## src/rtl/sertl_pkg.sv

```systemverilog
package sertl_pkg;
   // Default field widths of the packet
   localparam int unsigned DEF_W_CHAN    = 3;
   localparam int unsigned DEF_W_OPCODE  = 3;
   localparam int unsigned DEF_W_PARAM   = 3;
   localparam int unsigned DEF_W_SIZE    = 4;
   localparam int unsigned DEF_W_SOURCE  = 4;
   localparam int unsigned DEF_W_ADDR    = 32;
   localparam int unsigned DEF_W_DATA    = 64;
   localparam int unsigned DEF_W_CORRUPT = 1;
   localparam int unsigned DEF_W_MASK    = 8;
   localparam int unsigned DEF_W_LAST    = 1;
endpackage

```

## src/rtl/sertl_bit_counter.sv

```systemverilog
module sertl_bit_counter #(
   parameter int unsigned FRAME_LEN = 123,
   parameter int unsigned CNT_W     = 7
) (
   input  logic             clk,
   input  logic             rst,
   input  logic             step,
   output logic [CNT_W-1:0] cnt,
   output logic             wrap
);
   localparam logic [CNT_W-1:0] LAST_POS = CNT_W'(FRAME_LEN - 1);

   if (FRAME_LEN < 2) begin : g_len_chk
      $error("sertl_bit_counter: FRAME_LEN must be at least 2");
   end
   if (FRAME_LEN > (1 << CNT_W)) begin : g_cnt_chk
      $error("sertl_bit_counter: CNT_W too narrow for FRAME_LEN");
   end

   assign wrap = step && (cnt == LAST_POS);

   always_ff @(posedge clk) begin
      if (rst) begin
         cnt <= '0;
      end else if (wrap) begin
         cnt <= '0;
      end else if (step) begin
         cnt <= cnt + 1'b1;
      end
   end
endmodule

```

## src/rtl/sertl_shift_reg.sv

```systemverilog
module sertl_shift_reg #(
   parameter int unsigned LEN          = 123,
   parameter bit          UNDO_REVERSE = 1'b1
) (
   input  logic           clk,
   input  logic           shift,
   input  logic           din,
   output logic [LEN-1:0] q
);
   if (LEN < 2) begin : g_len_chk
      $error("sertl_shift_reg: LEN must be at least 2");
   end

   if (UNDO_REVERSE) begin : g_msb_in
      // first bit received drifts down to position 0
      always_ff @(posedge clk) begin
         if (shift) q <= {din, q[LEN-1:1]};
      end
   end else begin : g_lsb_in
      // first bit received drifts up to the top position
      always_ff @(posedge clk) begin
         if (shift) q <= {q[LEN-2:0], din};
      end
   end
endmodule

```

## src/rtl/sertl_hold_ctrl.sv

```systemverilog
module sertl_hold_ctrl (
   input  logic clk,
   input  logic rst,
   input  logic frame_done,
   input  logic out_ready,
   output logic out_valid,
   output logic in_ready
);
   assign in_ready = !out_valid;

   always_ff @(posedge clk) begin
      if (rst) begin
         out_valid <= 1'b0;
      end else if (frame_done) begin
         out_valid <= 1'b1;
      end else if (out_ready) begin
         out_valid <= 1'b0;
      end
   end
endmodule

```

## src/rtl/sertl_frame_deser.sv

```systemverilog
module sertl_frame_deser #(
   parameter int unsigned W_CHAN    = sertl_pkg::DEF_W_CHAN,
   parameter int unsigned W_OPCODE  = sertl_pkg::DEF_W_OPCODE,
   parameter int unsigned W_PARAM   = sertl_pkg::DEF_W_PARAM,
   parameter int unsigned W_SIZE    = sertl_pkg::DEF_W_SIZE,
   parameter int unsigned W_SOURCE  = sertl_pkg::DEF_W_SOURCE,
   parameter int unsigned W_ADDR    = sertl_pkg::DEF_W_ADDR,
   parameter int unsigned W_DATA    = sertl_pkg::DEF_W_DATA,
   parameter int unsigned W_CORRUPT = sertl_pkg::DEF_W_CORRUPT,
   parameter int unsigned W_MASK    = sertl_pkg::DEF_W_MASK,
   parameter int unsigned W_LAST    = sertl_pkg::DEF_W_LAST,
   parameter bit          UNDO_REVERSE = 1'b1
) (
   input  logic                 clk,
   input  logic                 rst,
   input  logic                 in_valid,
   output logic                 in_ready,
   input  logic                 in_bit,
   output logic                 out_valid,
   input  logic                 out_ready,
   output logic [W_CHAN-1:0]    out_chan,
   output logic [W_OPCODE-1:0]  out_opcode,
   output logic [W_PARAM-1:0]   out_param,
   output logic [W_SIZE-1:0]    out_size,
   output logic [W_SOURCE-1:0]  out_source,
   output logic [W_ADDR-1:0]    out_address,
   output logic [W_DATA-1:0]    out_data,
   output logic [W_CORRUPT-1:0] out_corrupt,
   output logic [W_MASK-1:0]    out_mask,
   output logic [W_LAST-1:0]    out_last
);
   // Field offsets inside the packed frame, last flag at the bottom
   localparam int unsigned OFS_LAST    = 0;
   localparam int unsigned OFS_MASK    = OFS_LAST    + W_LAST;
   localparam int unsigned OFS_CORRUPT = OFS_MASK    + W_MASK;
   localparam int unsigned OFS_DATA    = OFS_CORRUPT + W_CORRUPT;
   localparam int unsigned OFS_ADDR    = OFS_DATA    + W_DATA;
   localparam int unsigned OFS_SOURCE  = OFS_ADDR    + W_ADDR;
   localparam int unsigned OFS_SIZE    = OFS_SOURCE  + W_SOURCE;
   localparam int unsigned OFS_PARAM   = OFS_SIZE    + W_SIZE;
   localparam int unsigned OFS_OPCODE  = OFS_PARAM   + W_PARAM;
   localparam int unsigned OFS_CHAN    = OFS_OPCODE  + W_OPCODE;
   localparam int unsigned FRAME_LEN   = OFS_CHAN    + W_CHAN;
   localparam int unsigned CNT_W       = $clog2(FRAME_LEN);

   if (W_CHAN == 0 || W_OPCODE == 0 || W_PARAM == 0 || W_SIZE == 0 ||
       W_SOURCE == 0 || W_ADDR == 0 || W_DATA == 0 || W_CORRUPT == 0 ||
       W_MASK == 0 || W_LAST == 0) begin : g_width_chk
      $error("sertl_frame_deser: every field width must be non-zero");
   end

   logic                 bit_fire;
   logic                 frame_done;
   logic [CNT_W-1:0]     bit_cnt;
   logic [FRAME_LEN-1:0] frame_q;

   assign bit_fire = in_valid && in_ready;

   sertl_bit_counter #(
      .FRAME_LEN (FRAME_LEN),
      .CNT_W     (CNT_W)
   ) i_counter (
      .clk  (clk),
      .rst  (rst),
      .step (bit_fire),
      .cnt  (bit_cnt),
      .wrap (frame_done)
   );

   sertl_shift_reg #(
      .LEN          (FRAME_LEN),
      .UNDO_REVERSE (UNDO_REVERSE)
   ) i_shift (
      .clk   (clk),
      .shift (bit_fire),
      .din   (in_bit),
      .q     (frame_q)
   );

   sertl_hold_ctrl i_hold (
      .clk        (clk),
      .rst        (rst),
      .frame_done (frame_done),
      .out_ready  (out_ready),
      .out_valid  (out_valid),
      .in_ready   (in_ready)
   );

   assign out_last    = frame_q[OFS_LAST    +: W_LAST];
   assign out_mask    = frame_q[OFS_MASK    +: W_MASK];
   assign out_corrupt = frame_q[OFS_CORRUPT +: W_CORRUPT];
   assign out_data    = frame_q[OFS_DATA    +: W_DATA];
   assign out_address = frame_q[OFS_ADDR    +: W_ADDR];
   assign out_source  = frame_q[OFS_SOURCE  +: W_SOURCE];
   assign out_size    = frame_q[OFS_SIZE    +: W_SIZE];
   assign out_param   = frame_q[OFS_PARAM   +: W_PARAM];
   assign out_opcode  = frame_q[OFS_OPCODE  +: W_OPCODE];
   assign out_chan    = frame_q[OFS_CHAN    +: W_CHAN];
endmodule

```

## config.mk

```make
export PLATFORM = sky130hd
export DESIGN_NAME = sertl_frame_deser
export DESIGN_NICKNAME = d
export VERILOG_FILES = /design/src/rtl/sertl_pkg.sv /design/src/rtl/sertl_bit_counter.sv /design/src/rtl/sertl_shift_reg.sv /design/src/rtl/sertl_hold_ctrl.sv /design/src/rtl/sertl_frame_deser.sv
export SDC_FILE = /design/constraint.sdc
export NUM_CORES = 1
export LEC_CHECK = 0
export ABC_AREA = 1
export BUFFER_PORTS_ARGS = -buffer_cell sky130_fd_sc_hd__buf_2
export CAP_MARGIN = 30
export CORE_MARGIN = 5
export CORE_UTILIZATION = 40
export DETAILED_ROUTE_END_ITERATION = 16
export PLACE_DENSITY = 0.65
export SYNTH_ARGS = -nofsm -noshare
export SYNTH_HDL_FRONTEND = slang
export SYNTH_SLANG_ARGS = --single-unit
```

## constraint.sdc

```tcl
create_clock -name clk -period 5.4 [get_ports clk]
set_clock_uncertainty 0.15 [all_clocks]
set_input_delay 1.08 -clock clk [delete_from_list [all_inputs] [get_ports clk]]
set_output_delay 1.08 -clock clk [all_outputs]
set_load 0.01 [all_outputs]
```

==> flow_metrics.env, run 1 <==
export IMPL_status="finished, final reports clean"
export IMPL_grt_max_degree=62
export IMPL_critPathKind="primary input to flop"
export IMPL_synthDistinctLibCells=15
export IMPL_synth_nets=189
export IMPL_nets=339
export IMPL_drc_errors=0
export IMPL_synth_area_mux_share_pct=0
export IMPL_rrSetupSlack_ps=3310
export IMPL_hold_violations=0
export IMPL_cts_buffers_inserted=17
export IMPL_clk_path_buf_depth=2
export IMPL_crit_start="in_valid"
export IMPL_h_tree_depth=4
export IMPL_grt_overflow=0
export IMPL_core_area_um2=10200
export IMPL_gp_congestion=0.758
export IMPL_final_antenna_net_count=0
export IMPL_antenna_found_initial=0
export IMPL_port_buffers=129
export IMPL_critPathBufInv=3
export IMPL_cap_violations=0
export IMPL_r2r_end="i_shift.q[43]$_DFFE_PP_"
export IMPL_holdBufCountCts=0
export IMPL_slowest_delay_ps=530
export IMPL_initial_utilization_pct=40.3
export IMPL_synth_area_um2=4110
export IMPL_final_common_cell="buf_2"
export IMPL_start_kind="primary input"
export IMPL_cp_arrival_ps=2370
export IMPL_area_delta_synth_final_pct=33.4
export IMPL_synth_xor_area_share_pct=0.213
export IMPL_vias=2145
export IMPL_rsz0062_at_grt="false"
export IMPL_worst_path_max_fanout=61
export IMPL_final_cell_mix="buf_2, edfxtp_1, clkbuf_16, nand2_1"
export IMPL_max_clock_freq_mhz=421
export IMPL_reg2reg_from="i_hold.out_valid$_SDFFE_PP0P_"
export IMPL_slew_headroom_pct=52.0
export IMPL_endpoint="i_shift.q[43]$_DFFE_PP_"
export IMPL_drt_pass1_iter_count=4
export IMPL_routedWlPerCell_um=15.4
export IMPL_crit_family="buffers and inverters"
export IMPL_die_area_um2=12400
export IMPL_max_slew_worst_pin_slew_ps=720
export IMPL_netlist_instances=182
export IMPL_synthAdderAreaFrac_pct=0.610
export IMPL_rows=37
export IMPL_cts_resized_gates=0
export IMPL_yosys_warnings=0
export IMPL_cts_root_buf="clkbuf_8"
export IMPL_clock_sinks=131
export IMPL_routed_wl_um=7390
export IMPL_critPathSlowestCell="inv_4"
export IMPL_ys_seq_elements=131
export IMPL_yosys_area_share_simple_pct=3.96
export IMPL_path_cells="buf_2 -> nand2_2 -> inv_4 -> buf_4"
export IMPL_synth_compound_area_share_pct=0.701
export IMPL_ir_worst_vdd_mv=0.284
export IMPL_vias_per_cell=4.47
export IMPL_die_y_um=111
export IMPL_hold_path_class="flop to flop"
export IMPL_post_route_min_period_ps=2370
export IMPL_placed_cell_area_um2=4940
export IMPL_r2r_cells=4
export IMPL_slew_viol_final=0
export IMPL_synth_top_family_by_area="simple AND/OR/NAND/NOR gates"
export IMPL_post_cts_buffers=0
export IMPL_finalSetupTns_ps=0
export IMPL_avgSynthCellArea_um2=22.6
export IMPL_final_core_util_pct=53.8
export IMPL_ys_seq_area_share_pct=93.9
export IMPL_grt_pass1_vias=2126
export IMPL_cts_tree="yes"
export IMPL_clock_latency_ps=500
export IMPL_drive_gt1_share_pct=49.7
export IMPL_crit_required_ps=5400
export IMPL_final_area_um2=5480
export IMPL_drt_initial_drc_count=88
export IMPL_grt_pass1_wl_um=11200
export IMPL_p_leak_nw=1.83
export IMPL_place_hpwl_um=4950
export IMPL_end_kind="flop"
export IMPL_die_w_um=111
export IMPL_setup_viol=0
export IMPL_critical_path_depth=4
export IMPL_p_total_mw=2.23
export IMPL_layout_worst_path_cycle_share_pct=44.0
export IMPL_io_pins=130
export IMPL_diodes=0
export IMPL_cellPowerDensity_nw_per_um2=408
export IMPL_clk_pin_slew_ps=50
export IMPL_grt_total_usage_pct=11.9
-- sequential cells by signal (all words and copies together), names as in the netlist --
name              flops
i_shift.q           123
i_counter.cnt         7
i_hold.out_valid      1
-- synth_stat cells, drive strengths merged --
| cell | number | share of area, % |
|---|---|---|
| a21oi | 5 | 0.70 |
| dfxtp | 8 | 3.9 |
| edfxtp | 123 | 90 |
| ha | 2 | 0.61 |
| inv | 7 | 0.64 |
| nand2 | 18 | 1.8 |
| nand3 | 4 | 0.49 |
| nor2 | 12 | 1.3 |
| or2 | 2 | 0.30 |
| xor2 | 1 | 0.21 |
-- metrics by stage --
step           hold slack, ps  worst slack (ps)  instances
3_5_place_dp              278              2460        449
6_report                  293              3030        480
2_1_floorplan             322              1230        182
4_1_cts                   297              3020        480
3_3_place_gp              280              2520        449
5_1_grt                   308              2940        480
-- worst min-delay path by stage --
stage | startpoint | endpoint | depth (start not counted)
after floorplan | i_counter.cnt[1]$_SDFFE_PP0P_ | i_counter.cnt[1]$_SDFFE_PP0P_ | 2
after global routing | i_shift.q[50]$_DFFE_PP_ | i_shift.q[49]$_DFFE_PP_ | 0
after global placement | i_shift.q[70]$_DFFE_PP_ | i_shift.q[69]$_DFFE_PP_ | 0
after CTS | i_shift.q[63]$_DFFE_PP_ | i_shift.q[62]$_DFFE_PP_ | 0
after detailed placement | i_shift.q[71]$_DFFE_PP_ | i_shift.q[70]$_DFFE_PP_ | 0
final | i_shift.q[33]$_DFFE_PP_ | i_shift.q[32]$_DFFE_PP_ | 0
-- per-layer routing --
layer	vias up	track usage (%)	part of all wire (%)
met5	-	0	0
li1	983	-	-
met4	0	5.60	1.2
met2	126	16.0	42
met3	8	6.55	12
met1	1028	15.7	45
-- area by class of cell --
cell class | instances | area [um2]
well taps | 136 | 170
inverters | 7 | 28.8
repair buffers | 131 | 661
flip-flops and latches | 131 | 3850
clock buffers | 19 | 422
multi-input cells | 44 | 225
fillers | 823 | 4710
clock inverters | 12 | 116
-- power breakdown --
group	internal, mW	switching (mW)
clock	0.646	0.384
combinational	0.0170	0.0385
sequential	1.13	0.0123
-- logic make-up after synthesis --
group / after synthesis
and+or+nand+nor: 36
DFF: 131
AOI/OAI and AO/OA: 5
adders and majority gates: 2
xor gates and xnor gates: 1
buffers and inverters: 7
No activity file was read; power rests on OpenSTA's default activity.
==> inputs of run 2 (changes only) <==
Clock period 5.4 ns to 2.36 ns, I/O delays scaled along.
==> flow_metrics.env, run 2 (same netlist as run 1, synthesis figures left out) <==
export IMPL_critPathBufInv=1
export IMPL_grt_max_degree=70
export IMPL_worst_path_max_fanout=2
export IMPL_cts_buffers_inserted=17
export IMPL_crit_start="i_shift.q[75]$_DFFE_PP_"
export IMPL_final_common_cell="buf_2"
export IMPL_holdBufCountCts=2
export IMPL_ir_worst_vdd_mv=0.554
export IMPL_drt_initial_drc_count=113
export IMPL_fin_ws_ps=590
export IMPL_pre_cts_slack_ps=686
export IMPL_initial_utilization_pct=40.3
export IMPL_hold_path_class="primary input to flop"
export IMPL_layout_worst_path_cycle_share_pct=75.0
export IMPL_routed_wl_um=7600
export IMPL_drive_gt1_share_pct=49.6
export IMPL_die_w_um=111
export IMPL_cts_root_buf="clkbuf_8"
export IMPL_crit_required_ps=1740
export IMPL_finalSetupTns_ps=0
export IMPL_hold_violations=0
export IMPL_grt_total_usage_pct=12.6
export IMPL_slowest_delay_ps=460
export IMPL_vias_per_cell=4.43
export IMPL_placed_cell_area_um2=4980
export IMPL_vias=2139
export IMPL_rrSetupSlack_ps=890
export IMPL_max_slew_worst_pin_slew_ps=356
export IMPL_start_kind="flop"
export IMPL_io_pins=130
export IMPL_status="finished, final reports clean"
export IMPL_cellPowerDensity_nw_per_um2=948
export IMPL_clk_path_buf_depth=2
export IMPL_gp_congestion=0.795
export IMPL_drc_errors=0
export IMPL_critPathSlowestCell="edfxtp_1"
export IMPL_finalNonFillerCells=483
export IMPL_slew_headroom_pct=76.3
export IMPL_rsz0062_at_grt="false"
export IMPL_drt_pass1_iter_count=4
export IMPL_largest_reg_flops=123
export IMPL_grt_pass1_wl_um=11800
export IMPL_rows=37
export IMPL_grt_pass1_vias=2121
export IMPL_cap_violations=0
export IMPL_critPathKind="flop to output port"
export IMPL_max_clock_freq_mhz=565
export IMPL_cts_resized_gates=0
export IMPL_place_hpwl_um=4950
export IMPL_p_leak_nw=1.84
export IMPL_post_route_min_period_ps=1770
export IMPL_cts_tree="yes"
export IMPL_clkPwrFrac_pct=47.8
export IMPL_hp_start="out_ready"
export IMPL_p_sw_share_pct=19.9
export IMPL_clk_pin_slew_ps=60
export IMPL_regMostFlops="i_shift.q"
export IMPL_die_y_um=111
export IMPL_h_tree_depth=4
export IMPL_cp_arrival_ps=1150
export IMPL_nets=341
export IMPL_dpl_cell_count=449
export IMPL_clock_latency_ps=510
export IMPL_slew_viol_final=0
export IMPL_r2r_cells=4
export IMPL_port_buffers=129
export IMPL_clock_sinks=131
export IMPL_diodes=0
export IMPL_path_cells="buf_2"
export IMPL_grt_overflow=0
export IMPL_reg2reg_from="i_hold.out_valid$_SDFFE_PP0P_"
export IMPL_final_antenna_net_count=0
export IMPL_power_switching_mw=1.05
export IMPL_r2r_end="i_shift.q[106]$_DFFE_PP_"
export IMPL_whs_endpoint="i_hold.out_valid$_SDFFE_PP0P_"
export IMPL_antenna_found_initial=0
export IMPL_final_cell_mix="buf_2, edfxtp_1, clkbuf_16, nand2_1, nor2_1"
export IMPL_hold_path_cell_count=3
export IMPL_p_int_mw=4.24
export IMPL_top_regs="i_shift.q: 123 flops, i_counter.cnt: 7 flops, i_hold.out_valid: 1 flops"
export IMPL_p_seq_share_pct=49.6
export IMPL_end_kind="output port"
export IMPL_die_area_um2=12400
export IMPL_routedWlPerCell_um=15.7
export IMPL_power_frac_comb_pct=2.6
export IMPL_crit_family="flip-flops"
export IMPL_final_core_util_pct=54.8
export IMPL_setup_viol=0
export IMPL_post_cts_buffers=0
export IMPL_final_area_um2=5580
export IMPL_area_delta_synth_final_pct=35.9
export IMPL_core_area_um2=10200
run 2: changes by cell type in the layout (fill, tap and decap cells not counted), moves of 2 or more:
| cell | before | now |
|---|---|---|
| buf_12 | 0 | 2 |
| clkinv_1 | 1 | 3 |
| clkinvlp_4 | 0 | 5 |
| clkinv_2 | 7 | 1 |
| buf_4 | 2 | 0 |
| dlygate4sd3_1 | 0 | 2 |
run 2: worst max-delay path by stage:
stage                              endpoint  slack [ps]  cells past startpoint
finish                       out_address[1]         590                      1
CTS                          out_address[1]         560                      1
detailed placement  i_shift.q[56]$_DFFE_PP_         690                      4
floorplan            i_shift.q[0]$_DFFE_PP_        -520                      2
global placement    i_shift.q[56]$_DFFE_PP_         710                      4
global route                 out_address[1]         540                      1
run 2: metrics by stage:
| step | power [mW] | hold slack (ps) |
|---|---|---|
| 2_1_floorplan | 2.74 | 321 |
| 3_3_place_gp | 2.81 | 276 |
| 3_5_place_dp | 2.81 | 279 |
| 4_1_cts | 5.37 | 34.5 |
| 5_1_grt | 5.52 | 43.2 |
| 6_report | 5.29 | 62.8 |
run 2: per-layer routing:
metal | track usage, % | up-vias | routed length (um)
li1 | - | 995 | -
met1 | 17.1 | 1023 | 3540
met2 | 16.3 | 112 | 3130
met3 | 7.70 | 9 | 850
met4 | 5.11 | 0 | 87
met5 | 0 | - | 0
run 2: power by group through the flow:
stage               Sequential, mW  Clock [mW]  Combinational [mW]
floorplan                     2.69           0              0.0431
global placement              2.67           0               0.139
detailed placement            2.67           0               0.141
CTS                           2.62        2.60               0.142
global route                  2.63        2.74               0.152
finish                        2.62        2.53               0.138
run 2: layout make-up:
| type | instances | area (um2) |
|---|---|---|
| clock inverter | 14 | 163 |
| clock buffer | 18 | 418 |
| multi-input combinational | 44 | 239 |
| sequential | 131 | 3850 |
| inverter | 7 | 30.0 |
| timing repair buffer | 133 | 706 |
| tap | 136 | 170 |
| fill | 850 | 4600 |
run 2: tightest hold or removal path: stages:
cell	delay [ps]
buf_2	70
or2_2	90
a21oi_1	50
